`src/rtl/lsram_pkg.sv`:
```
package lsram_pkg;

  typedef enum logic [2:0] {
    PH_IDLE   = 3'd0,
    PH_SETUP  = 3'd1,
    PH_HOLD   = 3'd2,
    PH_STROBE = 3'd3,
    PH_RECOV  = 3'd4
  } phase_t;

  function automatic int max_of4(int a, int b, int c, int d);
    int m;
    m = a;
    if (b > m) m = b;
    if (c > m) m = c;
    if (d > m) m = d;
    return m;
  endfunction

endpackage

```
`src/rtl/lsram_phase_timer.sv`:
```
module lsram_phase_timer
  import lsram_pkg::*;
#(
  parameter int T_SETUP  = 1,
  parameter int T_HOLD   = 1,
  parameter int T_STROBE = 2,
  parameter int T_RECOV  = 1
) (
  input  logic   clk,
  input  logic   rst_n,
  input  logic   start,
  output phase_t phase,
  output logic   strobe_done
);

  localparam int TMAX = max_of4(T_SETUP, T_HOLD, T_STROBE, T_RECOV);
  localparam int CW   = (TMAX < 2) ? 1 : $clog2(TMAX);

  logic [CW-1:0] cnt;

  function automatic logic [CW-1:0] span_of(phase_t p);
    case (p)
      PH_SETUP:  return CW'(T_SETUP - 1);
      PH_HOLD:   return CW'(T_HOLD - 1);
      PH_STROBE: return CW'(T_STROBE - 1);
      PH_RECOV:  return CW'(T_RECOV - 1);
      default:   return '0;
    endcase
  endfunction

  function automatic phase_t follow(phase_t p);
    case (p)
      PH_SETUP:  return PH_HOLD;
      PH_HOLD:   return PH_STROBE;
      PH_STROBE: return PH_RECOV;
      default:   return PH_IDLE;
    endcase
  endfunction

  always_ff @(posedge clk or negedge rst_n) begin
    if (!rst_n) begin
      phase <= PH_IDLE;
      cnt   <= '0;
    end else if (phase == PH_IDLE) begin
      if (start) begin
        phase <= PH_SETUP;
        cnt   <= span_of(PH_SETUP);
      end
    end else if (cnt == '0) begin
      phase <= follow(phase);
      cnt   <= span_of(follow(phase));
    end else begin
      cnt <= cnt - 1'b1;
    end
  end

  assign strobe_done = (phase == PH_STROBE) && (cnt == '0);

  AST_STROBE_TO_RECOV: assert property (@(posedge clk) disable iff (!rst_n)
    strobe_done |=> (phase == PH_RECOV));

  AST_START_TO_SETUP: assert property (@(posedge clk) disable iff (!rst_n)
    (phase == PH_IDLE && start) |=> (phase == PH_SETUP));

endmodule

```
`src/rtl/lsram_req_reg.sv`:
```
module lsram_req_reg #(
  parameter int AW = 18,
  parameter int DW = 16,
  parameter int BW = DW / 8
) (
  input  logic          clk,
  input  logic          rst_n,
  input  logic          load,
  input  logic          in_write,
  input  logic [AW-1:0] in_addr,
  input  logic [DW-1:0] in_wdata,
  input  logic [BW-1:0] in_be,
  output logic          r_write,
  output logic [AW-1:0] r_addr,
  output logic [DW-1:0] r_wdata,
  output logic [BW-1:0] r_be
);

  always_ff @(posedge clk or negedge rst_n) begin
    if (!rst_n) begin
      r_write <= 1'b0;
      r_addr  <= '0;
      r_wdata <= '0;
      r_be    <= '0;
    end else if (load) begin
      r_write <= in_write;
      r_addr  <= in_addr;
      r_wdata <= in_wdata;
      r_be    <= in_be;
    end
  end

endmodule

```
`src/rtl/lsram_rsp_stage.sv`:
```
module lsram_rsp_stage #(
  parameter int DW = 16,
  parameter int BW = DW / 8
) (
  input  logic          clk,
  input  logic          rst_n,
  input  logic          capture,
  input  logic [BW-1:0] lane_en,
  input  logic [DW-1:0] bus_in,
  input  logic          rsp_ready,
  output logic          rsp_valid,
  output logic [DW-1:0] rsp_rdata
);

  logic [DW-1:0] lane_mask;

  for (genvar g = 0; g < BW; g++) begin : g_mask
    assign lane_mask[g*8 +: 8] = {8{lane_en[g]}};
  end

  always_ff @(posedge clk or negedge rst_n) begin
    if (!rst_n) begin
      rsp_valid <= 1'b0;
      rsp_rdata <= '0;
    end else if (capture) begin
      rsp_valid <= 1'b1;
      rsp_rdata <= bus_in & lane_mask;
    end else if (rsp_valid && rsp_ready) begin
      rsp_valid <= 1'b0;
    end
  end

  AST_RSP_HOLD: assert property (@(posedge clk) disable iff (!rst_n)
    (rsp_valid && !rsp_ready) |=> (rsp_valid && $stable(rsp_rdata)));

endmodule

```
`src/rtl/lsram_host_ctrl.sv`:
```
module lsram_host_ctrl
  import lsram_pkg::*;
#(
  parameter int AW       = 18,
  parameter int DW       = 16,
  parameter int T_SETUP  = 1,
  parameter int T_HOLD   = 1,
  parameter int T_STROBE = 2,
  parameter int T_RECOV  = 1
) (
  input  logic            clk,
  input  logic            rst_n,
  input  logic            req_valid,
  output logic            req_ready,
  input  logic            req_write,
  input  logic [AW-1:0]   req_addr,
  input  logic [DW-1:0]   req_wdata,
  input  logic [DW/8-1:0] req_be,
  output logic            rsp_valid,
  input  logic            rsp_ready,
  output logic [DW-1:0]   rsp_rdata,
  output logic [AW-1:0]   mem_addr,
  output logic            mem_ale_n,
  output logic            mem_cs_n,
  output logic            mem_we_n,
  output logic            mem_oe_n,
  output logic [DW/8-1:0] mem_be_n,
  output logic [DW-1:0]   mem_dq_out,
  output logic            mem_dq_oe,
  input  logic [DW-1:0]   mem_dq_in
);

  localparam int BW = DW / 8;

  phase_t        phase;
  logic          strobe_done;
  logic          accept;
  logic          r_write;
  logic [AW-1:0] r_addr;
  logic [DW-1:0] r_wdata;
  logic [BW-1:0] r_be;

  assign req_ready = (phase == PH_IDLE) && !rsp_valid;
  assign accept    = req_valid && req_ready;

  lsram_phase_timer #(
    .T_SETUP (T_SETUP),
    .T_HOLD  (T_HOLD),
    .T_STROBE(T_STROBE),
    .T_RECOV (T_RECOV)
  ) u_timer (
    .clk        (clk),
    .rst_n      (rst_n),
    .start      (accept),
    .phase      (phase),
    .strobe_done(strobe_done)
  );

  lsram_req_reg #(.AW(AW), .DW(DW), .BW(BW)) u_req (
    .clk     (clk),
    .rst_n   (rst_n),
    .load    (accept),
    .in_write(req_write),
    .in_addr (req_addr),
    .in_wdata(req_wdata),
    .in_be   (req_be),
    .r_write (r_write),
    .r_addr  (r_addr),
    .r_wdata (r_wdata),
    .r_be    (r_be)
  );

  lsram_rsp_stage #(.DW(DW), .BW(BW)) u_rsp (
    .clk      (clk),
    .rst_n    (rst_n),
    .capture  (strobe_done && !r_write),
    .lane_en  (r_be),
    .bus_in   (mem_dq_in),
    .rsp_ready(rsp_ready),
    .rsp_valid(rsp_valid),
    .rsp_rdata(rsp_rdata)
  );

  logic addr_phase;
  logic strobe_phase;

  assign addr_phase   = (phase == PH_SETUP) || (phase == PH_HOLD);
  assign strobe_phase = (phase == PH_STROBE);

  always_comb begin
    mem_addr   = addr_phase ? r_addr : '0;
    mem_cs_n   = !addr_phase;
    mem_ale_n  = !((phase == PH_HOLD) || strobe_phase);
    mem_we_n   = !(strobe_phase && r_write);
    mem_oe_n   = !(strobe_phase && !r_write);
    mem_be_n   = strobe_phase ? ~r_be : '1;
    mem_dq_oe  = strobe_phase && r_write;
    mem_dq_out = mem_dq_oe ? r_wdata : '0;
  end

  AST_NO_BUS_FIGHT: assert property (@(posedge clk) disable iff (!rst_n)
    !(mem_dq_oe && !mem_oe_n));

  AST_STROBES_EXCL: assert property (@(posedge clk) disable iff (!rst_n)
    !(!mem_we_n && !mem_oe_n));

  AST_STROBE_LATCHED: assert property (@(posedge clk) disable iff (!rst_n)
    (!mem_we_n || !mem_oe_n) |-> (!mem_ale_n && mem_cs_n && mem_addr == '0));

  AST_READY_BLOCKED: assert property (@(posedge clk) disable iff (!rst_n)
    rsp_valid |-> !req_ready);

  AST_LATCH_HAS_CS: assert property (@(posedge clk) disable iff (!rst_n)
    $fell(mem_ale_n) |-> !mem_cs_n);

  AST_RECOV_DESELECT: assert property (@(posedge clk) disable iff (!rst_n)
    $rose(mem_ale_n) |-> (mem_cs_n && mem_we_n && mem_oe_n));

endmodule

```
`config.mk`:
```
export PLATFORM = sky130hd
export DESIGN_NAME = lsram_host_ctrl
export DESIGN_NICKNAME = d
export VERILOG_FILES = /design/src/rtl/lsram_pkg.sv /design/src/rtl/lsram_phase_timer.sv /design/src/rtl/lsram_req_reg.sv /design/src/rtl/lsram_rsp_stage.sv /design/src/rtl/lsram_host_ctrl.sv
export SDC_FILE = /design/constraint.sdc
export NUM_CORES = 1
export LEC_CHECK = 0
export BUFFER_PORTS_ARGS = -buffer_cell sky130_fd_sc_hd__buf_2
export CORE_MARGIN = 5
export CORE_UTILIZATION = 35
export DETAILED_ROUTE_END_ITERATION = 10
export PLACE_DENSITY_LB_ADDON = 0.1
export SYNTH_ARGS = -nofsm -noshare
export SYNTH_HDL_FRONTEND = slang
export SYNTH_SLANG_ARGS = --single-unit
```
`constraint.sdc`:
```
create_clock -name clk -period 3.5 [get_ports clk]
set_input_delay 0.7 -clock clk [delete_from_list [all_inputs] [get_ports clk]]
set_output_delay 0.7 -clock clk [all_outputs]
set_load 0.01 [all_outputs]
```
; Yosys cells after proc, flatten, opt, wreduce, memory -nomap -nowiden
; Index checks and enable logic that the tools add are counted.
[word_totals]
register_bits = 58
latch_bits = 0
ram_bits = 0
rom_bits = 0
output_inout_bits = 59
memories = 0
[op_classes]
n_addsub = 1
multipliers = 0
n_div = 0
n_lt_le_gt_ge = 0
eq_ne = 6
n_shift = 0
mux = 14
bitwise = 3
n_reduce_logical = 18
[ops]
columns = operator, count
row1 = two-way mux 18 bit, 1
row2 = bitwise AND 16 bit, 1
row3 = two-way mux 16 bit, 1
row4 = two-way mux 3 bit, 4
row5 = equality test 3 x 2 -> 1 bit (second input constant), 3
row6 = case mux 3 bit (3 select lines), 1
row7 = logical AND 1 bit, 7
row8 = zero test 1 bit, 6
row9 = two-way mux 1 bit, 6
row10 = != test 2 bit (second input constant), 2
row11 = equality test 3 x 1 -> 1 bit (second input constant), 1
row12 = zero test 3 bit, 1
row13 = logical OR 1 bit, 2
row14 = two-way mux 2 bit, 1
row15 = NOT 2 bit, 1
row16 = AND reduction 2 bit, 1
row17 = nonzero test 2 bit, 1
row18 = NOT 1 bit, 1
row19 = subtractor 1 bit (second input constant), 1

; Logic depth before layout (Yosys ltp)
[logic_depth]
word_depth = 8
depth_mapped = 6
mapped_depth_nobuf = 3

; Cells and area by module
; A second synthesis with hierarchy kept.
[unflattened]
hier_cells = 217
area_unflattened_um2 = 2813.9
[by_module_without_submodules]
columns = module, n_inst, cells_per_inst, area_each_um2, seq_area_each_um2
row1 = lsram_req_reg, 1, 78, 1526.5, 925.9
row2 = lsram_rsp_stage, 1, 72, 695.7, 425.4
row3 = lsram_host_ctrl, 1, 51, 409.1, 0.0
row4 = lsram_phase_timer, 1, 16, 182.7, 100.1

; Worst setup path before layout
; OpenSTA, ideal clock, no wires.
[synth_path]
path_type = register -> output
from = reg u_timer.phase[0]
to = out mem_addr[10]
t_arrival_ps = 1286
t_required_ps = 2800
path_slack_ps = 1514
path_stages_with_launch = 6
n_path_buf = 2
cell_sequence = dfrtp_1 > buf_4 > xnor2_1 > nor2_1 > clkbuf_1 > and2_1
[synth_via]
elab_chain_cells = 3
elab_cells_between_ends = 4
[synth_rtl]
columns = item, line_no
row1 = from (decl), lsram_phase_timer.sv:12  ; output phase_t phase,
row2 = from (signal assigned), lsram_phase_timer.sv:50  ; phase <= follow(phase);
row3 = equality test 3 x 1 -> 1 bit or equality test 3 x 2 -> 1 bit (tied branches), lsram_host_ctrl.sv:87  ; assign addr_phase = (phase == PH_SETUP) || (phase == PH_HOLD);
row4 = logical OR 1 bit *, lsram_host_ctrl.sv:87
row5 = two-way mux 18 bit *, lsram_host_ctrl.sv:91  ; mem_addr = addr_phase ? r_addr : '0;
row6 = to (decl), lsram_host_ctrl.sv:22  ; output logic [AW-1:0] mem_addr,
; Mark *: on every way between the ends. The rest lies on a longest branch, timed or not.

; Final worst setup path
[layout_path]
from = reg u_timer.phase[2]
to = out mem_we_n
[layout_via]
elab_chain_cells = 3
[layout_rtl]
columns = item, line_no
row1 = equality test 3 x 2 -> 1 bit, lsram_host_ctrl.sv:88  ; assign strobe_phase = (phase == PH_STROBE);
row2 = logical AND 1 bit, lsram_host_ctrl.sv:94  ; mem_we_n = !(strobe_phase && r_write);
row3 = zero test 1 bit, lsram_host_ctrl.sv:94
row4 = to (decl), lsram_host_ctrl.sv:25  ; output logic mem_we_n,
; Every way passes these cells.

==> flow_summary_export.csv <==
group,metric,value,unit
final_layout,mostFrequentLayoutCell,"buf_2",
clocking,cts-hold-fix-buffers,0,
final_layout,n_antenna_cell,0,
placement,dpl_worst_slack,1.250,ns
clocking,clkSlewWorstSetupHoldPaths,0.07,ns
worst_setup_path,crit_required,2.80,ns
synth,async_flop_share,1.000,
clocking,numCtsBuffers,9,
synth,synth_seq_cells,58,
placement,gp_congestion,0.6900,
timing,drv_slew,0,
timing,max_freq,384.0,MHz
floorplanning,dieArea,9615,µm²
power,p_switching,0.001157,W
final_layout,utilization,0.4611,
route,drt-total-wl,6012,µm
placement,hpwl,4206,µm
worst_setup_path,cp-end-kind,"output port",
final_layout,drive_gt1_frac,0.5059,
synth,ys_types,26,
timing,setup_viol,0,
clocking,clockBufferDepth,2,
final_layout,design_area,3526,µm²
clocking,cts_tree,"built",
timing,fin_skew,0.007732,ns
final_layout,mostFrequentLayoutCells,"buf_2 (115), dfrtp_1 (58), nand2_1 (20)",
power,power.leakage,1.906,nW
placement,dpl_cell_area,3339,µm²
route,firstDrtPassIters,4,
final_layout,syn2layout_area_growth,29.92,%
floorplanning,std_cell_rows,32,
synth,synthesis.area,2714,µm²
power,ir_drop,0.3384,mV
floorplanning,initial_core_util,0.3549,
job,cap_violations,0,
placement,dp_cells,426,
power,power_density,925.7,nW/µm²
timing,grt_setup_unrepaired,"no",
timing,hold_viol_final,0,
floorplanning,ios,116,
final_layout,fillers,753,
worst_setup_path,path_class,"flop to output port",
synth,synth_ff_type,"dfrtp_1",
worst_setup_path,critPathLaunch,"u_timer.phase[2]",
timing,maxSlewHeadroom,0.2664,
power,power.share.sequential,0.384,
synth,syn_nets,280,
global_route,gr-total-overflow,0,
min_path,min_path_type,"input pin to asynchronous set/reset pin",
power,p_clk_frac,0.180,
global_route,first_global_vias,2021,
power,swShare,0.3545,
global_route,grt_first_pass_wirelength,9729,µm
route,avgViaCountPerCell,4.357,
worst_setup_path,cp_max_fo,20,
synth,ys_warn_count,0,
status,status,"complete, no violations",
clocking,htree_num_levels,3,
worst_setup_path,cp-start-kind,"flop",
timing,layout_setup_ws,0.8956,ns
placement,port_buffers,115,
clocking,cts_resized,0,
clocking,cts_sinks,58,
final_layout,nets,392,
timing,fin_crit,2.604,ns
floorplanning,core,7647,µm²
global_route,grt_start_max_net_pins,39,
floorplanning,die_w,98.06,µm
global_route,grt_usage,0.1289,
synth,avgSynthCellArea,12.17,µm²
floorplanning,die_h,98.06,µm
timing,setup_tns,0,ns
route,vias,1926,
global_route,antenna_found_initial,0,
worst_setup_path,arrival,1.90,ns
route,avgRoutedWirePerCell,13.60,µm
clocking,post_cts_buffers,0,
route,postRouteAntennaNets,0,
power,internal-power,0.002107,W
timing,fin_crit_sh,0.7441,
clocking,clk_latency,0.33,ns
route,drc,0,
clocking,cts-root-buf,"clkbuf_8",
route,drt_iter0_markers,67,
worst_setup_path,rr_startpoint,"u_timer.phase[1]",
timing,tightestPinTransition,1.097,ns
power,combPwrFrac,0.436,
final_layout,stdcell_count,442,
synth,synth-seq-area-share,0.5348,
synth,syn_inst,223,
synth,synth-edff-count,0,
cell type report:
class,instances,area (µm²),area share
tap,102,127.6,0.03620
inverter,19,71.32,0.02023
timing repair buffer,118,598.1,0.1696
multi-input combinational,129,1091,0.3094
clock inverter,5,55.05,0.01561
clock buffer,11,131.4,0.03726
sequential,58,1451,0.4116
cell usage after synthesis (all sizes together), types with 2 or more instances:
cell    count  area (µm²)
nand2      21       81.33
mux2       37       488.0
buf        11       82.57
clkbuf      6       22.52
nor2        4       15.01
and3       16       100.1
a21oi       2       10.01
nand2b      4       25.02
mux2i      16       160.2
dfrtp      58        1451
nand3b      2       15.01
inv        19       71.32
and2       19       118.9
cell families after synthesis:
logic type | Yosys count | share of synthesized area
compound gates | 6 | 0.01429
simple gates | 69 | 0.1438
buf+inv | 36 | 0.06500
flops | 58 | 0.5348
xor+xnor | 1 | 0.003228
mux | 53 | 0.2388
registers in the layout (all words and copies together), names as in the netlist:
name and cells:
u_req.r_addr 18, u_rsp.rsp_valid 1, u_req.r_write 1, u_req.r_wdata 16, u_req.r_be 2, u_timer.phase 3, u_timer.cnt 1, u_rsp.rsp_rdata 16
worst max-delay path: stages (launching register included):
cell     delay, ns
dfrtp_1       0.48
and3b_1       0.69
and2_1        0.23
inv_1         0.04
buf_2         0.13
per-stage QoR:
step                hold slack [ns]  total power [W]
global placement             0.4796         0.002710
CTS                          0.3839         0.003331
finish                       0.3757         0.003264
detailed placement           0.4856         0.002722
global route                 0.4081         0.003514
floorplan                    0.4044         0.002229
path summary, 6_finish.rpt:
path	depth (start not counted)	to	slack, ns
max in group asynchronous	2	u_timer.phase[1]	2.26
setup reg to reg	3	u_req.r_wdata[13]	1.29
min in group clk	1	u_req.r_addr[12]	0.50
hold / removal	1	u_req.r_addr[15]	0.38
hold reg to reg	1	u_req.r_addr[12]	0.50
setup / recovery	4	mem_we_n	0.90
metal layers:
metal / wire length (µm) / vias to the layer above / share of wire / global-route usage
met5: 0 / - / 0 / 0
met4: 109 / 0 / 0.018 / 0.06709
met3: 450 / 9 / 0.075 / 0.03786
met2: 2870 / 70 / 0.48 / 0.2152
met1: 2582 / 900 / 0.43 / 0.1499
li1: - / 947 / - / -
power by group through the flow:
stage / sequential [W] / clock [W] / combinational [W]
after global routing: 0.00131 / 0.000640 / 0.00157
after floorplan: 0.00118 / 0 / 0.00105
after CTS: 0.00126 / 0.000614 / 0.00146
after detailed placement: 0.00126 / 0 / 0.00146
final: 0.00125 / 0.000588 / 0.00142
after global placement: 0.00127 / 0 / 0.00144
No activity file was read; power rests on OpenSTA's default activity.
